$ cat config.mk
export PLATFORM = sky130hd
export DESIGN_NAME = irq_steer
export DESIGN_NICKNAME = d
export VERILOG_FILES = /design/src/rtl/irq_steer_pkg.sv /design/src/rtl/irq_regfile.sv /design/src/rtl/irq_status.sv /design/src/rtl/irq_route.sv /design/src/rtl/irq_steer.sv
export SDC_FILE = /design/constraint.sdc
export NUM_CORES = 1
export LEC_CHECK = 0
export ABC_AREA = 0
export BUFFER_PORTS_ARGS = -buffer_cell sky130_fd_sc_hd__buf_2
export CAP_MARGIN = 10
export CORE_UTILIZATION = 64
export DETAILED_ROUTE_END_ITERATION = 6
export PLACE_DENSITY_LB_ADDON = 0.25
export SYNTH_ARGS = -nofsm -noshare
export SYNTH_HDL_FRONTEND = slang
export SYNTH_HIERARCHICAL = 1
export SYNTH_SLANG_ARGS = --single-unit
$ cat constraint.sdc
create_clock -name clk -period 5.75 [get_ports clk]
set_input_delay 1.15 -clock clk [delete_from_list [all_inputs] [get_ports clk]]
set_output_delay 1.15 -clock clk [all_outputs]
set_load 0.05 [all_outputs]
$ cat src/rtl/irq_steer_pkg.sv
// Shared constants for the interrupt router.
// Assumes a 32-bit register word and a cause count equal to it.
package irq_steer_pkg;
    localparam int unsigned DATA_W = 32;
    localparam int unsigned ADDR_W = 3;

    typedef enum logic [ADDR_W-1:0] {
        RA_LATCH_EN = 3'd0,
        RA_OUT_EN   = 3'd1,
        RA_STATUS   = 3'd2,
        RA_CLEAR    = 3'd3,
        RA_MAP0     = 3'd4,
        RA_MAP1     = 3'd5
    } reg_addr_e;

    // Causes that exist; all others stay zero in status.
    localparam logic [DATA_W-1:0] IMPL_MASK  = 32'h03FF_3FFE;
    // Causes that follow a level request and cannot be cleared.
    localparam logic [DATA_W-1:0] LEVEL_MASK = 32'h0000_00FE;
endpackage

$ cat src/rtl/irq_regfile.sv
// Register storage: the two enable words and the wire-map words.
// It also produces the clear strobe and the read mux.
// Assumes single-cycle writes and a combinational read.
module irq_regfile
    import irq_steer_pkg::*;
#(
    parameter int unsigned NWIRE  = 4,
    localparam int unsigned WSEL_W = $clog2(NWIRE),
    localparam int unsigned NMAP   = WSEL_W
) (
    input  logic                     clk,
    input  logic                     rst_n,
    input  logic                     we,
    input  logic [ADDR_W-1:0]        addr,
    input  logic [DATA_W-1:0]        wdata,
    input  logic [DATA_W-1:0]        status,
    output logic [DATA_W-1:0]        en_q,
    output logic [DATA_W-1:0]        en_nx,
    output logic [DATA_W-1:0]        oen_q,
    output logic [DATA_W-1:0]        clr,
    output logic [NMAP*DATA_W-1:0]   map_flat,
    output logic [DATA_W-1:0]        rdata
);
    logic [NMAP-1:0][DATA_W-1:0] map_q;

    // Next latch-enable value, seen by the status bank in the same cycle.
    always_comb en_nx = (we && addr == RA_LATCH_EN) ? wdata : en_q;

    // Clear strobe: active only during a write to the clear index.
    always_comb clr = (we && addr == RA_CLEAR) ? wdata : '0;

    // Enable word storage.
    always_ff @(posedge clk) begin
        if (!rst_n) begin
            en_q  <= '0;
            oen_q <= '0;
        end else begin
            en_q <= en_nx;
            if (we && addr == RA_OUT_EN) oen_q <= wdata;
        end
    end

    // One storage word per map register.
    for (genvar k = 0; k < NMAP; k++) begin : g_map
        always_ff @(posedge clk) begin
            if (!rst_n)
                map_q[k] <= '0;
            else if (we && addr == ADDR_W'(int'(RA_MAP0) + k))
                map_q[k] <= wdata;
        end
    end

    assign map_flat = map_q;

    // Read mux; the clear index and unused indices read zero.
    always_comb begin
        rdata = '0;
        case (addr)
            RA_LATCH_EN: rdata = en_q;
            RA_OUT_EN:   rdata = oen_q;
            RA_STATUS:   rdata = status;
            default: begin
                for (int k = 0; k < NMAP; k++)
                    if (addr == ADDR_W'(int'(RA_MAP0) + k)) rdata = map_q[k];
            end
        endcase
    end
endmodule

$ cat src/rtl/irq_status.sv
// Status bank: level causes track their request, event causes latch.
// A clear write releases only event bits. An arriving event beats a clear.
// Assumes en_nx already holds any latch-enable write made this cycle.
module irq_status
    import irq_steer_pkg::*;
#(
    parameter logic [DATA_W-1:0] IMPL  = IMPL_MASK,
    parameter logic [DATA_W-1:0] LEVEL = LEVEL_MASK
) (
    input  logic              clk,
    input  logic              rst_n,
    input  logic [DATA_W-1:0] src,
    input  logic [DATA_W-1:0] en_nx,
    input  logic [DATA_W-1:0] clr,
    output logic [DATA_W-1:0] st_q
);
    logic [DATA_W-1:0] keep;
    logic [DATA_W-1:0] st_nx;

    // Held event bits that survive this cycle's clear.
    always_comb keep = st_q & ~clr & ~LEVEL;

    // Next status: the enable gates both the capture and the holding.
    always_comb st_nx = IMPL & en_nx & ((src & LEVEL) | ((src & ~LEVEL) | keep));

    // Status register.
    always_ff @(posedge clk) begin
        if (!rst_n) st_q <= '0;
        else        st_q <= st_nx;
    end
endmodule

$ cat src/rtl/irq_route.sv
// Wire router: for every wire, ORs the pending causes mapped to it and
// picks the highest one. Purely combinational.
// Assumes pending is already status AND output enable.
module irq_route #(
    parameter int unsigned NSRC   = 32,
    parameter int unsigned NWIRE  = 4,
    localparam int unsigned WSEL_W = $clog2(NWIRE),
    localparam int unsigned IDX_W  = $clog2(NSRC)
) (
    input  logic [NSRC-1:0]        pending,
    input  logic [NSRC*WSEL_W-1:0] map_flat,
    output logic [NWIRE-1:0]       wire_act,
    output logic [NWIRE*IDX_W-1:0] top_idx
);
    for (genvar w = 0; w < NWIRE; w++) begin : g_wire
        logic [NSRC-1:0]  hit;
        logic [IDX_W-1:0] idx;

        // Causes that are pending and select this wire.
        always_comb begin
            for (int i = 0; i < NSRC; i++)
                hit[i] = pending[i] && (map_flat[i*WSEL_W +: WSEL_W] == WSEL_W'(w));
        end

        // Highest hit wins, because the later loop pass overrides.
        always_comb begin
            idx = '0;
            for (int i = 0; i < NSRC; i++)
                if (hit[i]) idx = IDX_W'(i);
        end

        assign wire_act[w]                = |hit;
        assign top_idx[w*IDX_W +: IDX_W]  = idx;
    end
endmodule

$ cat src/rtl/irq_steer.sv
// Top of the interrupt router. It joins the register file, the status bank
// and the wire router. Assumes a single clock and synchronous reset.
module irq_steer
    import irq_steer_pkg::*;
#(
    parameter int unsigned NWIRE  = 4,
    localparam int unsigned WSEL_W = $clog2(NWIRE),
    localparam int unsigned IDX_W  = $clog2(DATA_W)
) (
    input  logic                     clk,
    input  logic                     rst_n,
    input  logic [DATA_W-1:0]        src_in,
    input  logic                     reg_we,
    input  logic [ADDR_W-1:0]        reg_addr,
    input  logic [DATA_W-1:0]        reg_wdata,
    output logic [DATA_W-1:0]        reg_rdata,
    output logic [NWIRE-1:0]         irq_wire,
    output logic [NWIRE*IDX_W-1:0]   irq_top
);
    logic [DATA_W-1:0]        en_q;
    logic [DATA_W-1:0]        en_nx;
    logic [DATA_W-1:0]        oen_q;
    logic [DATA_W-1:0]        clr;
    logic [DATA_W-1:0]        st_q;
    logic [DATA_W-1:0]        pending;
    logic [DATA_W*WSEL_W-1:0] map_flat;

    irq_regfile #(.NWIRE(NWIRE)) u_regs (
        .clk      (clk),
        .rst_n    (rst_n),
        .we       (reg_we),
        .addr     (reg_addr),
        .wdata    (reg_wdata),
        .status   (st_q),
        .en_q     (en_q),
        .en_nx    (en_nx),
        .oen_q    (oen_q),
        .clr      (clr),
        .map_flat (map_flat),
        .rdata    (reg_rdata)
    );

    irq_status u_stat (
        .clk   (clk),
        .rst_n (rst_n),
        .src   (src_in),
        .en_nx (en_nx),
        .clr   (clr),
        .st_q  (st_q)
    );

    // Causes allowed onto a wire.
    assign pending = st_q & oen_q;

    irq_route #(.NSRC(DATA_W), .NWIRE(NWIRE)) u_route (
        .pending  (pending),
        .map_flat (map_flat),
        .wire_act (irq_wire),
        .top_idx  (irq_top)
    );
endmodule

# Word-level counts from Yosys, hierarchy flattened
# Index checks and enable logic that the tools add are counted.
[op_classes] n_addsub=0 n_mul=0 div_mod_pow=0 magnitude_cmp=0 n_eq_ne=101 shifts=0 muxes=129 bitwise=6 reduce_logical=170
[ops] operator="5-bit two-way mux" n=64
[ops] operator="1-bit logical AND" n=133
[ops] operator="2-bit == test, second input constant" n=64
[ops] operator="4-bit two-way mux" n=32
[ops] operator="32-bit OR reduction" n=4
[ops] operator="32-bit two-way mux" n=3
[ops] operator="32-bit one-hot mux with 3 select lines" n=1
[ops] operator="32-bit bitwise AND" n=2
[ops] operator="2-bit by 1-bit == test with 1-bit output, second input constant" n=32
[ops] operator="2-bit logical NOT" n=32
[ops] operator="3-bit two-way mux" n=16
[ops] operator="26-bit by 32-bit bitwise AND with 32-bit output" n=1
[ops] operator="32-bit NOT" n=1
[ops] operator="32-bit bitwise OR" n=1
[ops] operator="8-bit by 32-bit bitwise OR with 32-bit output" n=1
[ops] operator="26-bit two-way mux" n=1
[ops] operator="2-bit two-way mux" n=8
[ops] operator="3-bit by 2-bit == test with 1-bit output, second input constant" n=2
[ops] operator="3-bit == test, second input constant" n=2
[ops] operator="1-bit two-way mux" n=4
[ops] operator="3-bit by 1-bit == test with 1-bit output, second input constant" n=1
[ops] operator="3-bit logical NOT" n=1
[totals] register_bits=160 latchBits=0 mem_bits_rw=0 rom_bits=0 inputBits=70 out_inout_bits=56 elab_cells=412 memories=0

# Logic depth before layout (Yosys ltp)
# Gate-level depths: netlist of the first run.
[logic_depth] ltp_word=33 ltp_mapped=7 mapped_depth_nobuf=6

# Hierarchy
# The synthesis of the first run kept the hierarchy.
[by_module_without_submodules] module="irq_regfile" instances=1 cells_each=713 area_each_um2=6332.3 seq_area_each_um2=2562.5
[by_module_without_submodules] module="irq_route" instances=1 cells_each=403 area_each_um2=2497.4 seq_area_each_um2=0.0
[by_module_without_submodules] module="irq_status" instances=1 cells_each=74 area_each_um2=862.1 seq_area_each_um2=460.4
[by_module_without_submodules] module="irq_steer" instances=1 cells_each=32 area_each_um2=200.2 seq_area_each_um2=0.0

# Least setup slack after synthesis of the first run
# Ideal clock, no wire load.
[synth_path] path_type="input -> output" from="input port reg_addr[2]" to="output port reg_rdata[17]" t_arrival_ns=2.791 required_ns=4.600 setup_slack_ns=1.809 stages=5 path_buffers=2 path_cell_list="buf_6 buf_2 mux4_2 inv_1 o21ai_0"
[synth_between] elab_chain_len=4 elab_cells_between_ends=8
[synth_rtl] item="start: declaration" line="irq_steer.sv:14" text="input logic [ADDR_W-1:0] reg_addr,"
[synth_rtl] item="3-bit == test" line="irq_regfile.sv:64" text="if (addr == ADDR_W'(int'(RA_MAP0) + k)) rdata = map_q[k];"
[synth_rtl] item="32-bit two-way mux (2 in series)" line="irq_regfile.sv:64"
[synth_rtl] item="32-bit one-hot mux with 3 select lines *" line="irq_regfile.sv:58" text="case (addr)"
[synth_rtl] item="end: declaration" line="irq_steer.sv:16" text="output logic [DATA_W-1:0] reg_rdata,"
# Mark *: on every way between the ends. The rest lies on a longest branch, timed or not.

# Worst setup path after layout of the first run
[layout_path] from="input port reg_addr[2]" to="output port reg_rdata[25]"
# Same word-level chain as after synthesis.

==> run summary, run 1 <==
DP HPWL -> 20.5 mm
DR iter-0 viols -> 947
final WL -> 29.2 mm
RePlAce Congestion -> 1.03
Max H-tree Level -> 4
CTS root buf -> clkbuf_16
die width -> 126 µm
Crit. End Element -> output pin
upper clock frequency limit -> 0.240 GHz
Vias/cell -> 6.38
skew final -> 0.00532 ns
syn avg cell area -> 8.12 µm²
Final TNS setup -> 0 ns
MaxCap Viol Count -> 0
GR Overflow Total -> 0
number of fill cells in the layout -> 1193
IO buf count -> 116
Sw Share -> 26.4%
Core Area -> 14800 µm²
fin nets -> 1358
DRT Pass-1 Iters -> 7
Clock transition at path regs -> 0.06 ns
Critical Path Fanout Max -> 72
Starting Density -> 66.4%
largest net degree at the start of global routing -> 94
Cell Chain, Critical Path -> buf_4 -> mux2_2 -> a221o_1 -> buf_2
height of the die -> 126 µm
n_diodes -> 0
CTS resizes -> 0
gr usage total -> 37.6%
Final Hold Viols -> 0
clk buf depth -> 2
Finished Cell Area -> 10900 µm²
cell family with most CP delay -> buffers and inverters
Hold Path Class -> reg -> reg
WL/cell -> 19.7 µm
status -> finished, violations left
CP Buf/Inv Count -> 2
CTS tree -> built
I/O pin cnt -> 126
Max Transition Viols Final -> 0
placed inst area -> 10300 µm²
CTS Sinks -> 151
max_slew headroom -> 23.9%
final period utilization -> 72.6%
DRC viols -> 7
failing checks -> DRC
most common cell after layout, fill and taps aside -> nand2_1
endpoints failing setup -> 0
Core Rows -> 44
crit-path max cell delay -> 0.82 ns
CTS Buf Count -> 17
Crit-path slowest cell -> buf_4
share of cells above drive strength 1 -> 18.6%
CP Launch Type -> input port
clock power share -> 45.4%
antenna violations before repair -> 0
postcts setup bufs -> 0
CP Class -> in -> out
setup repair after global routing missed its margin -> no
Int Power -> 1770 µW
Via Count -> 9463
Syn-to-layout area delta -> 11.5%
Pleak -> 0.00491 µW
most frequent cells in the layout -> nand2_1, dfxtp_1, buf_2
Post-Syn Area -> 9790 µm²
vias in the first global route -> 8845
fin crit period -> 4.17 ns
Syn. warnings -> 6
Worst EP required -> 4.60 ns
PwrDens -> 221 nW/µm²
Net Sw Power -> 636 µW
ANT nets after route -> 0
sequential share of power -> 45.4%
Slew @ Worst Pin -> 1.14 ns
# hold bufs at CTS -> 0
first-pass GRT wire length -> 46.6 mm
peak supply drop -> 0.224 mV
Critical Path AT -> 3.02 ns
die area -> 15800 µm²
Mapped Cells -> 1206
clk_lat worst skew -> 0.43 ns
combinational share of power -> 9.2%
## sequential cells by signal (all words and copies together), names as in the netlist
register / cells
u_stat/st_q: 23
u_regs/map_flat: 64
u_regs/oen_q: 32
u_regs/en_q: 32
## per-layer routing
layer,up-vias,global-route usage [%],wire [µm]
met5,-,0,0
met4,0,14.0,732
met3,65,7.43,2760
met2,538,60.3,13200
met1,4396,50.2,12500
li1,4464,-,-
## cell type report
cell class / instances / area, µm² / share of cell area (%)
Tap cell: 184 / 230 / 2.11
Clock buffer: 19 / 453 / 4.15
Clock inverter: 12 / 119 / 1.09
Timing Repair Buffer: 128 / 676 / 6.19
Multi-Input combinational cell: 985 / 6400 / 58.6
Inverter: 5 / 18.8 / 0.172
Sequential cell: 151 / 3020 / 27.7
## tightest hold or removal path, cell delays in order, from the launching register on
cell	delay, ns
dfxtp_1	0.32
nand2_1	0.05
a21boi_1	0.05
## path summary, 6_finish.rpt
check / start / endpoint / slack [ns] / cells after the start
worst max-delay path: reg_addr[2] / reg_rdata[25] / 1.58 / 4
worst min register to register: u_regs/oen_q[18] / u_regs/oen_q[18] / 0.47 / 2
worst min-delay path: u_regs/oen_q[18] / u_regs/oen_q[18] / 0.47 / 2
worst max register to register: u_regs/map_flat[42] / u_regs/map_flat[42] / 4.82 / 2
## power groups by stage
stage	combinational (µW)	clock (µW)	sequential (µW)
2_1_floorplan	156	0	1100
3_3_place_gp	210	0	1110
3_5_place_dp	214	0	1120
4_1_cts	216	1100	1090
5_1_grt	236	1150	1100
6_report	221	1090	1090
## metrics by stage
stage / power, µW / hold slack, ns / setup slack, ns / util, % / std cells
2_1_floorplan: 1260 / 0.440 / 1.81 / - / 1214
3_3_place_gp: 1320 / 0.448 / 1.63 / 70.1 / 1453
3_5_place_dp: 1330 / 0.454 / 1.61 / 70.1 / 1453
4_1_cts: 2410 / 0.468 / 1.61 / 74.0 / 1484
5_1_grt: 2480 / 0.494 / 1.52 / 74.0 / 1484
6_report: 2410 / 0.468 / 1.58 / 74.0 / 1484
(Power assumes the default switching activity.)
==> run 2, diff against run 1 <==
Settings changed: CORE_UTILIZATION 64 to 59.
Clock period 5.75 ns to 4.1 ns, I/O delays scaled along.
==> run 2 against run 1 <==
Compared with the run above: the flow now finishes without violations; routed wire length up 2.8%; clock skew shrank 0.0011 ns; cell count rose by 2.5%; clock power up 49%; cell area increased by 1.0%; non-clock buffer count rose by 4; highest routed layer unchanged; sequential power grew 40%; flip-flop and latch count unchanged.
==> run summary, run 2 (synthesis results as in run 1) <==
fin crit period -> 3.48 ns
Syn-to-layout area delta -> 12.6% (was 11.5%)
MaxCap Viol Count -> 0 (unchanged)
die width -> 131 µm (was 126 µm)
Max Transition Viols Final -> 0 (unchanged)
share of cells above drive strength 1 -> 18.6% (about the same)
most frequent cells in the layout -> nand2_1, dfxtp_1, buf_2 (unchanged)
IO buf count -> 116 (unchanged)
M1 GR Usage -> 45.6% (was 50.2%)
# hold bufs at CTS -> 0 (unchanged)
Pleak -> 0.00494 µW (was 0.00491 µW)
most common cell after layout, fill and taps aside -> nand2_1 (unchanged)
R2R Setup Slk -> 3.13 ns (was 4.82 ns)
n_diodes -> 0 (unchanged)
largest net degree at the start of global routing -> 127 (was 94)
upper clock frequency limit -> 0.287 GHz
antenna violations before repair -> 0 (unchanged)
placed inst area -> 10400 µm² (was 10300 µm²)
endpoints failing setup -> 0 (unchanged)
first-pass GRT wire length -> 46.1 mm (was 46.6 mm)
height of the die -> 131 µm (was 126 µm)
max_slew headroom -> 30.4% (was 23.9%)
status -> finished clean (was finished, violations left)
reg2reg end -> u_regs/map_flat[18] (was u_regs/map_flat[42])
DP HPWL -> 21.4 mm (was 20.5 mm)
final period utilization -> 84.8%
RePlAce Congestion -> 0.973 (was 1.03)
peak supply drop -> 0.275 mV (was 0.224 mV)
GR Overflow Total -> 0 (unchanged)
postcts setup bufs -> 0 (unchanged)
WHS Endpoint -> u_regs/oen_q[21] (was u_regs/oen_q[18])
Core Rows -> 46 (was 44)
Max H-tree Level -> 4 (unchanged)
hold path startpoint -> u_regs/oen_q[21] (was u_regs/oen_q[18])
Via Count -> 9482 (was 9463)
number of fill cells in the layout -> 1365 (was 1193)
CTS Sinks -> 151 (unchanged)
register area -> 3020 µm² (unchanged)
CP Launch Type -> register (was input port)
Critical Path AT -> 2.66 ns (was 3.02 ns)
Final Power -> 3460 µW (was 2410 µW)
CTS root buf -> clkbuf_16 (unchanged)
DRC viols -> 0 (was 7)
DRT Pass-1 Iters -> 6 (was 7)
global routing usage on met2 -> 56.4% (was 60.3%)
ANT nets after route -> 0 (unchanged)
Worst EP required -> 3.28 ns (was 4.60 ns)
Slew @ Worst Pin -> 1.04 ns (was 1.14 ns)
Finished Cell Area -> 11000 µm² (was 10900 µm²)
Crit. End Element -> output pin (unchanged)
Final TNS setup -> 0 ns (unchanged)
fin nets -> 1362 (was 1358)
vias in the first global route -> 8667 (was 8845)
CTS Buf Count -> 17 (unchanged)
R2R depth -> 2 (unchanged)
max FFs per register -> 64 (unchanged)
DR iter-0 viols -> 882 (was 947)
Starting Density -> 61.0% (was 66.4%)
Hold Path Depth -> 2 (unchanged)
I/O pin cnt -> 126 (unchanged)
setup repair after global routing missed its margin -> no (unchanged)
Hold Path Class -> reg -> reg (unchanged)
die area -> 17100 µm² (was 15800 µm²)
PwrDens -> 314 nW/µm² (was 221 nW/µm²)
Fin Hold WS -> 0.465 ns (was 0.468 ns)
Vias/cell -> 6.23 (was 6.38)
met3 usage -> 8.63% (was 7.43%)
CP Class -> reg -> out (was in -> out)
clk_lat worst skew -> 0.43 ns (about the same)
gr busiest metal -> met2 (unchanged)
CTS resizes -> 0 (unchanged)
final WL -> 30.0 mm (was 29.2 mm)
clk buf depth -> 2 (unchanged)
Final Hold Viols -> 0 (unchanged)
WL/cell -> 19.7 µm (about the same)
Clock transition at path regs -> 0.06 ns (about the same)
Core Area -> 16100 µm² (was 14800 µm²)
reg2reg start -> u_regs/map_flat[18] (was u_regs/map_flat[42])
Multi-input gate area -> 6400 µm² (unchanged)
Critical Path Fanout Max -> 5 (was 72)
gr usage total -> 35.7% (was 37.6%)
CTS tree -> built (unchanged)
skew final -> 0.00419 ns (was 0.00532 ns)
==> run 2: stage by stage <==
| step | setup slack [ns] | std cells | utilization, % |
|---|---|---|---|
| after floorplan | 0.784 | 1214 | - |
| after global placement | 0.759 | 1489 | 65.0 |
| after detailed placement | 0.774 | 1489 | 65.0 |
| after CTS | 0.624 | 1521 | 68.7 |
| after global routing | 0.544 | 1521 | 68.7 |
| final | 0.622 | 1521 | 68.7 |
==> run 2: cell type report <==
class,instances,area share [%]
inverters,5,0.170
flip-flops and latches,151,27.4
repair buffers,132,6.51
multi-input cells,985,58.0
clock buffers,22,4.12
well taps,216,2.45
clock inverters,10,1.32
==> run 2: critical path, cell delays in order, from the launching register on <==
cell and delay [ns]:
dfxtp_1 0.34, and2_1 0.22, or3b_1 0.40, a21oi_1 0.24, nor3_1 0.08, o41ai_1 0.45
a31oi_1 0.23, buf_2 0.26
==> run 2: where the power goes <==
part | switching, µW | total (µW) | leakage (µW) | internal (µW)
logic | 195 | 314 | 0.00344 | 119
registers | 36.9 | 1530 | 0.00122 | 1500
clock network | 637 | 1620 | 0.000285 | 978
==> run 2: how the worst max path moves through the flow <==
stage | start | end | slack [ns] | depth (start not counted)
2_1_floorplan | u_regs/oen_q[2] | irq_top[1] | 0.78 | 6
6_report | u_regs/oen_q[2] | irq_top[0] | 0.62 | 7
3_3_place_gp | reg_addr[2] | reg_rdata[13] | 0.76 | 5
4_1_cts | u_regs/oen_q[2] | irq_top[1] | 0.62 | 7
3_5_place_dp | reg_addr[2] | reg_rdata[9] | 0.77 | 5
5_1_grt | u_regs/oen_q[2] | irq_top[1] | 0.54 | 7
==> run 2: routing by layer <==
metal  wire length (µm)  vias to the layer above
met2              13400                      461
met5                  0                        -
met3               2640                       74
li1                   -                     4469
met1              12900                     4478
met4               1070                        0
==> run 3, diff against run 2 <==
Clock period 4.1 ns to 3.6 ns, I/O delays scaled along.
==> run 3 against run 2 <==
Compared with the run above: clock power grew 8%; clock skew grew 0.0044 ns; cell area is essentially flat; cell count hardly changed; sequential power up 14%; die area is the same; clock-buffer cell count fell by 3; critical endpoint is now irq_top[1]; largest power group is now registers.
==> run summary, run 3 (synthesis results as in run 1) <==
height of the die -> 131 µm (unchanged)
crit-path max cell delay -> 0.40 ns (was 0.45 ns)
MaxCap Viol Count -> 0 (unchanged)
Final Hold Viols -> 0 (unchanged)
endpoints failing setup -> 0 (unchanged)
fin cells -> 1520 (was 1521)
final WL -> 30.1 mm (was 30.0 mm)
final period utilization -> 94.6%
fin crit period -> 3.41 ns
Syn-to-layout area delta -> 12.6% (about the same)
Crit-path slowest cell -> or3b_1 (was o41ai_1)
DR iter-0 viols -> 848 (was 882)
die width -> 131 µm (unchanged)
die area -> 17100 µm² (unchanged)
CP Launch Type -> register (unchanged)
setup repair after global routing missed its margin -> no (unchanged)
hold path startpoint -> u_regs/oen_q[1] (was u_regs/oen_q[21])
RePlAce Congestion -> 0.967 (was 0.973)
vias in the first global route -> 8708 (was 8667)
DRT Pass-1 Iters -> 7 (was 6)
CTS Buf Count -> 17 (unchanged)
register area -> 3020 µm² (unchanged)
max FFs per register -> 64 (unchanged)
antenna violations before repair -> 0 (unchanged)
WHS Endpoint -> u_regs/oen_q[1] (was u_regs/oen_q[21])
CP Class -> reg -> out (unchanged)
ANT nets after route -> 0 (unchanged)
GR Overflow Total -> 0 (unchanged)
reg2reg end -> u_regs/map_flat[42] (was u_regs/map_flat[18])
Crit. End Element -> output pin (unchanged)
CTS Sinks -> 151 (unchanged)
Via Count -> 9472 (was 9482)
Final WS setup -> 0.194 ns (was 0.622 ns)
Final TNS setup -> 0 ns (unchanged)
Core Area -> 16100 µm² (unchanged)
IO buf count -> 116 (unchanged)
Starting Density -> 61.0% (unchanged)
postcts setup bufs -> 0 (unchanged)
number of fill cells in the layout -> 1321 (was 1365)
CTS resizes -> 0 (unchanged)
Slew @ Worst Pin -> 0.774 ns (was 1.04 ns)
first-pass GRT wire length -> 46.2 mm (was 46.1 mm)
reg2reg start -> u_regs/map_flat[42] (was u_regs/map_flat[18])
Max H-tree Level -> 4 (unchanged)
PwrDens -> 350 nW/µm² (was 314 nW/µm²)
WL/cell -> 19.8 µm (was 19.7 µm)
clk_lat worst skew -> 0.44 ns (was 0.43 ns)
Critical Path Fanout Max -> 5 (unchanged)
skew final -> 0.00861 ns (was 0.00419 ns)
Fin Hold WS -> 0.465 ns (about the same)
Max Transition Viols Final -> 0 (unchanged)
max_slew headroom -> 48.3% (was 30.4%)
pre-CTS setup slack -> 0.662 ns (was 0.774 ns)
CTS tree -> built (unchanged)
CTS root buf -> clkbuf_16 (unchanged)
R2R Setup Slk -> 2.68 ns (was 3.13 ns)
most common cell after layout, fill and taps aside -> nand2_1 (unchanged)
peak supply drop -> 0.320 mV (was 0.275 mV)
upper clock frequency limit -> 0.294 GHz
Multi-input gate area -> 6400 µm² (unchanged)
n_diodes -> 0 (unchanged)
Hold Path Depth -> 2 (unchanged)
Vias/cell -> 6.23 (about the same)
Core Rows -> 46 (unchanged)
# hold bufs at CTS -> 0 (unchanged)
largest net degree at the start of global routing -> 152 (was 127)
Critical Path AT -> 2.69 ns (was 2.66 ns)
Cell Chain, Critical Path -> and2_1 -> or3b_1 -> nor2b_4 -> o31ai_4 -> a41oi_1 -> o31ai_1 -> buf_2 (was and2_1 -> or3b_1 -> a21oi_1 -> nor3_1 -> o41ai_1 -> a31oi_1 -> buf_2)
DP HPWL -> 21.5 mm (was 21.4 mm)
fin nets -> 1362 (unchanged)
Placed Cells -> 1489 (unchanged)
status -> finished clean (unchanged)
placed inst area -> 10500 µm² (was 10400 µm²)
I/O pin cnt -> 126 (unchanged)
R2R depth -> 2 (unchanged)
Worst EP required -> 2.88 ns (was 3.28 ns)
Clock transition at path regs -> 0.06 ns (about the same)
DRC viols -> 0 (unchanged)
most frequent cells in the layout -> nand2_1, dfxtp_1, buf_2 (unchanged)
Pleak -> 0.00494 µW (about the same)
gr usage total -> 35.7% (about the same)
Hold Path Class -> reg -> reg (unchanged)
share of cells above drive strength 1 -> 18.9% (was 18.6%)
clk buf depth -> 2 (unchanged)
Finished Cell Area -> 11000 µm² (about the same)
-- run 3: layout make-up --
type / count / share of cell area [%]
clock buffer: 19 / 4.11
clock inverter: 12 / 1.07
inverter: 5 / 0.170
multi-input combinational: 985 / 58.0
sequential: 151 / 27.4
tap: 216 / 2.45
timing repair buffer: 132 / 6.74
-- run 3: worst max path at each step --
stage / start / depth (start not counted) / slack (ns) / endpoint
finish: u_regs/oen_q[2] / 7 / 0.19 / irq_top[1]
floorplan: u_regs/oen_q[2] / 6 / 0.38 / irq_top[1]
global placement: u_regs/oen_q[2] / 7 / 0.70 / irq_top[1]
global route: u_regs/oen_q[2] / 7 / 0.11 / irq_top[1]
CTS: u_regs/oen_q[2] / 7 / 0.19 / irq_top[1]
detailed placement: u_regs/oen_q[2] / 7 / 0.66 / irq_top[1]
-- run 3: metal layers --
layer	GRT usage [%]	share of wire [%]	up-vias
met5	0	0	-
met4	16.4	3.2	0
met3	6.15	7.9	62
met2	55.7	45	449
met1	47.9	44	4493
li1	-	-	4468
-- run 3: critical path, delay by kind of cell (launching register included) --
kind	cells	cell delay, ns
flops	1	0.34
buf+inv	1	0.34
simple gates	3	0.81
compound gates	3	0.76
-- run 3: per-stage QoR --
stage,utilization (%),power (µW)
finish,68.7,3860
global route,68.7,3970
CTS,68.7,3860
detailed placement,65.1,2130
global placement,65.1,2130
floorplan,-,2010
-- run 3: report_power, final --
| part | switching, µW | internal, µW |
|---|---|---|
| logic | 224 | 137 |
| clock network | 756 | 993 |
| registers | 41.8 | 1700 |
